[src/rtl/fault_alert_pkg.sv]
`timescale 1ns/1ps
package fault_alert_pkg;
  localparam int N_COND = 12;
  localparam int WORD_W = 16;

  localparam int C_VIN_UV   = 0;
  localparam int C_VIN_OV   = 1;
  localparam int C_VOUT_UV  = 2;
  localparam int C_VOUT_OV  = 3;
  localparam int C_IOUT_OC  = 4;
  localparam int C_OT_WARN  = 5;
  localparam int C_OT_FAULT = 6;
  localparam int C_FAN      = 7;
  localparam int C_COMM     = 8;
  localparam int C_PEC      = 9;
  localparam int C_INVALID  = 10;
  localparam int C_INTERNAL = 11;

  // Grouped summary byte plus per-condition detail byte.
  function automatic logic [WORD_W-1:0] pack_word(input logic [N_COND-1:0] s);
    logic [WORD_W-1:0] w;
    w     = '0;
    w[0]  = s[C_INTERNAL];
    w[1]  = s[C_COMM] | s[C_PEC] | s[C_INVALID];
    w[2]  = s[C_OT_WARN] | s[C_OT_FAULT];
    w[3]  = s[C_FAN];
    w[4]  = s[C_VIN_UV] | s[C_VIN_OV];
    w[5]  = s[C_IOUT_OC];
    w[6]  = s[C_VOUT_UV] | s[C_VOUT_OV];
    w[7]  = |s;
    w[8]  = s[C_VIN_UV];
    w[9]  = s[C_VIN_OV];
    w[10] = s[C_VOUT_UV];
    w[11] = s[C_VOUT_OV];
    w[12] = s[C_OT_WARN];
    w[13] = s[C_OT_FAULT];
    w[14] = s[C_PEC];
    w[15] = s[C_INVALID];
    return w;
  endfunction
endpackage

[src/rtl/fa_rise_det.sv]
`timescale 1ns/1ps
module fa_rise_det #(
  parameter int W = 1,
  parameter logic [W-1:0] RST_VAL = '0
) (
  input  logic         clk,
  input  logic         rst_n,
  input  logic [W-1:0] lvl,
  output logic [W-1:0] lvl_q,
  output logic [W-1:0] rise
);
  always_ff @(posedge clk) begin
    if (!rst_n) lvl_q <= RST_VAL;
    else        lvl_q <= lvl;
  end

  assign rise = lvl & ~lvl_q;
endmodule

[src/rtl/fa_recycle.sv]
`timescale 1ns/1ps
module fa_recycle #(
  parameter int N_SRC = 2
) (
  input  logic             clk,
  input  logic             rst_n,
  input  logic [N_SRC-1:0] src_on,
  output logic             cycled
);
  logic [N_SRC-1:0] on_edge;

  for (genvar g = 0; g < N_SRC; g++) begin : g_src
    logic seen_q;
    // Starts as "on": an edge counts only after a low level has been seen.
    always_ff @(posedge clk) begin
      if (!rst_n) seen_q <= 1'b1;
      else        seen_q <= src_on[g];
    end
    assign on_edge[g] = src_on[g] & ~seen_q;
  end

  assign cycled = |on_edge;
endmodule

[src/rtl/fa_sticky_bank.sv]
`timescale 1ns/1ps
module fa_sticky_bank #(
  parameter int W = 12
) (
  input  logic         clk,
  input  logic         rst_n,
  input  logic [W-1:0] lvl,
  input  logic [W-1:0] rise,
  input  logic         clr,
  output logic [W-1:0] sticky_q,
  output logic [W-1:0] sticky_nxt,
  output logic         reeval_q
);
  always_comb begin
    if (clr) sticky_nxt = '0;
    else     sticky_nxt = sticky_q | rise | (reeval_q ? lvl : '0);
  end

  always_ff @(posedge clk) begin
    if (!rst_n) begin
      sticky_q <= '0;
      reeval_q <= 1'b0;
    end else begin
      sticky_q <= sticky_nxt;
      reeval_q <= clr;
    end
  end
endmodule

[src/rtl/fault_alert_ctrl.sv]
`timescale 1ns/1ps
module fault_alert_ctrl
  import fault_alert_pkg::*;
#(
  parameter int N_SRC = 2
) (
  input  logic              clk,
  input  logic              rst_n,
  input  logic [N_COND-1:0] cond_i,
  input  logic              clr_faults_i,
  input  logic              rd_status_i,
  input  logic              en_pin_i,
  input  logic              op_on_i,
  output logic [WORD_W-1:0] status_word_o,
  output logic              alert_n_o
);
  logic [N_COND-1:0] cond_q;
  logic [N_COND-1:0] cond_rise;
  logic [N_COND-1:0] sticky_q;
  logic [N_COND-1:0] sticky_nxt;
  logic              reeval_q;
  logic              out_cycled;
  logic              clr_evt;
  logic              alert_n_q;

  fa_rise_det #(.W(N_COND), .RST_VAL('0)) u_cond_edge (
    .clk   (clk),
    .rst_n (rst_n),
    .lvl   (cond_i),
    .lvl_q (cond_q),
    .rise  (cond_rise)
  );

  fa_recycle #(.N_SRC(N_SRC)) u_recycle (
    .clk    (clk),
    .rst_n  (rst_n),
    .src_on ({op_on_i, en_pin_i}),
    .cycled (out_cycled)
  );

  assign clr_evt = clr_faults_i | rd_status_i | out_cycled;

  fa_sticky_bank #(.W(N_COND)) u_bank (
    .clk        (clk),
    .rst_n      (rst_n),
    .lvl        (cond_i),
    .rise       (cond_rise),
    .clr        (clr_evt),
    .sticky_q   (sticky_q),
    .sticky_nxt (sticky_nxt),
    .reeval_q   (reeval_q)
  );

  always_ff @(posedge clk) begin
    if (!rst_n) alert_n_q <= 1'b1;
    else        alert_n_q <= ~(|sticky_nxt);
  end

  assign alert_n_o     = alert_n_q;
  assign status_word_o = pack_word(sticky_q);
endmodule

[config.mk]
export PLATFORM = sky130hd
export DESIGN_NAME = fault_alert_ctrl
export DESIGN_NICKNAME = d
export VERILOG_FILES = /design/src/rtl/fault_alert_pkg.sv /design/src/rtl/fa_rise_det.sv /design/src/rtl/fa_recycle.sv /design/src/rtl/fa_sticky_bank.sv /design/src/rtl/fault_alert_ctrl.sv
export SDC_FILE = /design/constraint.sdc
export NUM_CORES = 1
export LEC_CHECK = 0
export BUFFER_PORTS_ARGS = -buffer_cell sky130_fd_sc_hd__buf_2
export CORE_UTILIZATION = 30
export DETAILED_ROUTE_END_ITERATION = 8
export GPL_TIMING_DRIVEN = 0
export PLACE_DENSITY = 0.52
export SLEW_MARGIN = 20
export SYNTH_ARGS = -nofsm -noshare
export SYNTH_HDL_FRONTEND = slang
export SYNTH_SLANG_ARGS = --single-unit
[constraint.sdc]
create_clock -name clk -period 2.5 [get_ports clk]
set_input_delay 0.5 -clock clk [delete_from_list [all_inputs] [get_ports clk]]
set_output_delay 0.5 -clock clk [all_outputs]
set_load 0.01 [all_outputs]
==> summary.txt <==
Route
  • Number of DRC markers in iteration 0: 6
  • Residual DRC: 0
  • Post-route ant nets: 0
  • Via Count: 788
  • Total routed wirelength: 2.115 mm
  • Routed WL per cell: 11.07 um
  • Drt first pass iters: 3
  • Via/cell ratio: 4.126

Synth
  • Synth Area in Simple Gates: 28.59%
  • Syn_nets: 126
  • Syn Std Cell Area: 1028 um2
  • Synth Area in Compound Gates: 7.421%
  • Unique masters post-synth: 16
  • Mux contribution to synthesized area: 0%
  • XOR/XNOR Fraction of Synth Area: 0%
  • Number of synthesized register bits: 28
  • Post-synthesis adder-cell area fraction: 0%
  • Main combinational cell family by area after synthesis: simple AND/OR/NAND/NOR gates
  • Syn Area/Cell: 9.523 um2
  • YS warnings: 0
  • Register area share after synthesis: 54.50%
  • Cells after Synth: 108

Power and ir drop
  • Reg power frac: 60.2%
  • Sw Ratio: 23.10%
  • P_int: 0.6040 mW
  • Part of the power in the clock network: 27.8%
  • Power share of the combinational group: 12.0%
  • PwrDens: 603.0 nW/um2
  • Pleak: 0.6201 nW
  • VDD IR max: 0.2778 mV
  • Final Power: 0.7855 mW
  • Psw: 0.1815 mW

Min path
  • Hold_sp: en_pin_i
  • Hold crit path type: in -> reg
  • Worst Hold Depth: 2
  • Hold Crit Endpoint: u_recycle.g_src[0].seen_q

STA
  • Final Max Tran Viols: 0
  • Final hold viol count: 0
  • RSZ-0062 raised after global routing: true
  • Hold WS: 0.3659 ns
  • Fin crit period: 2.519 ns
  • Final setup vio count: 1
  • Worst setup margin: -0.01868 ns
  • Fmax: 397.0 MHz
  • Clock skew: 0.002581 ns
  • Setup TNS: -0.01868 ns
  • Tcrit/Tclk final: 100.7%
  • Rel. slew slack: 40.66%
  • Worst-Margin Slew: 0.8676 ns

Layout
  • Post-route cell area: 1303 um2
  • Final Util: 41.31%
  • Ratio of cells with drive above 1 in the final layout: 38.10%
  • Most frequent cells in the layout: buf_2, dfxtp_1, nand2b_1
  • Finished Layout Cells: 191
  • Ant diodes: 0
  • Layout area overhead: 26.64%
  • Fill count: 348
  • Area of the multi-input gates: 374.1 um2
  • Final net count: 166
  • FF+latch area: 561.8 um2
  • Most common cell after layout, fill and taps aside: buf_2

Status
  • Failing checks: negative setup slack
  • Status: finished with violations

Worst setup path
  • Worst Setup Start Kind: register
  • Worst Setup SP: u_bank.sticky_q[10]
  • R2r setup slk: 0.65 ns
  • Max FO, Critical Path: 2
  • Crit Path Class: reg -> out
  • R2R Path Start: u_recycle.g_src[1].seen_q
  • Worst R2R End: u_bank.sticky_q[10]
  • CP required: 2.00 ns
  • CP endpoint kind: output pin
  • Reg2reg path depth: 5
  • Critical Path AT: 2.02 ns

Placed design
  • Dpl cells: 186
  • Area after DPL: 1254 um2
  • HPWL after DPL: 1.616 mm
  • Pre-CTS WS: 0.2424 ns
  • Port bufs: 34
  • Final RePlAce weighted congestion: 0.7022

Floorplanning
  • Die Wd: 60.55 um
  • Die height: 60.55 um
  • Ports: 35
  • Core area: 3153 um2
  • FP Rows: 20
  • Initial core utilization: 32.62%
  • Die area: 3666 um2

Global routing
  • Gr ovfl total: 0
  • Antenna violations before repair: 0
  • Global-route wire length before repair: 3.298 mm
  • Pin count of the biggest net entering global routing: 16
  • Overall track demand over capacity in global routing: 12.54%
  • Vias in the first global route: 751

CTS
  • Num CTS Buffers: 3
  • Clk root buf: clkbuf_4
  • Clock tree buffer depth: 2
  • Clock insertion delay at the later pin of the skew report: 0.32 ns
  • CTS clk-pin slew, worst paths: 0.15 ns
  • CTS tree: yes
  • # hold bufs at CTS: 0
  • CTS sink count: 28
  • Htree depth: 1

Job
  • Max-cap violations: 0
flip-flops by register name, summed over array words and instances (netlist names):
name,flops
u_recycle.g_src.seen_q,2
u_cond_edge.lvl_q,12
u_bank.reeval_q,1
u_bank.sticky_q,12
alert_n_o,1
what timing repair did:
item | in CTS | in global routing
setup endpoints to repair | 1 | 1
gates resized for setup | 2 | 0
buffers inserted | 1 | 0
pin swaps | 1 | 0
worst max-delay path, stage by stage (launching register included):
cell	delay [ns]
dfxtp_2	0.35
or3_4	0.38
or4_4	0.42
or4_1	0.40
buf_2	0.15
cells in the mapped netlist, drive strengths merged:
| cell type | count | area [um2] |
|---|---|---|
| nor2 | 12 | 45.04 |
| dfxtp | 28 | 560.5 |
| inv | 1 | 3.750 |
| a21oi | 12 | 60.06 |
| clkbuf | 3 | 11.26 |
| nor2b | 2 | 12.51 |
| nand2b | 14 | 87.58 |
| nand4 | 3 | 18.77 |
| or2 | 3 | 18.77 |
| nand2 | 1 | 3.750 |
| and2 | 13 | 81.33 |
| or3 | 1 | 11.26 |
| or4 | 2 | 15.01 |
| a2111oi | 1 | 8.760 |
| buf | 11 | 82.58 |
| o31ai | 1 | 7.510 |
power by group through the flow:
stage	Clock (mW)	Combinational, mW	Sequential, mW
floorplan	0	0.0557	0.481
global placement	0	0.0926	0.482
detailed placement	0	0.0935	0.483
CTS	0.226	0.0963	0.473
global route	0.246	0.106	0.475
finish	0.218	0.0942	0.473
area by class of cell:
| class | count | area share (%) |
|---|---|---|
| Inverter | 1 | 0.2882 |
| Buffer | 14 | 7.205 |
| Timing Repair Buffer | 35 | 13.64 |
| Clock buffer | 4 | 2.786 |
| Multi-Input combinational cell | 65 | 28.72 |
| Tap cell | 44 | 4.227 |
| Sequential cell | 28 | 43.13 |
layer usage:
metal  global-route usage (%)  up-vias  part of all wire [%]
li1                         -      418                     -
met3                    2.559        2                   5.1
met2                    19.47       23                    43
met1                    16.78      345                    51
met4                    5.844        0                  0.47
met5                        0        -                     0
worst max path at each step:
stage	cells past startpoint	slack [ns]	endpoint
global placement	4	0.26	status_word_o[7]
floorplan	3	0.39	status_word_o[7]
detailed placement	4	0.24	status_word_o[7]
global route	4	-0.09	status_word_o[7]
finish	4	-0.02	status_word_o[7]
CTS	4	-0.04	status_word_o[7]
cells by family after synthesis:
kind of cell / after synthesis
AO/OA/AOI/OAI: 14
buffers and inverters: 15
flip-flops: 28
AND/OR/NAND/NOR: 51
No activity file was read; power rests on OpenSTA's default activity.
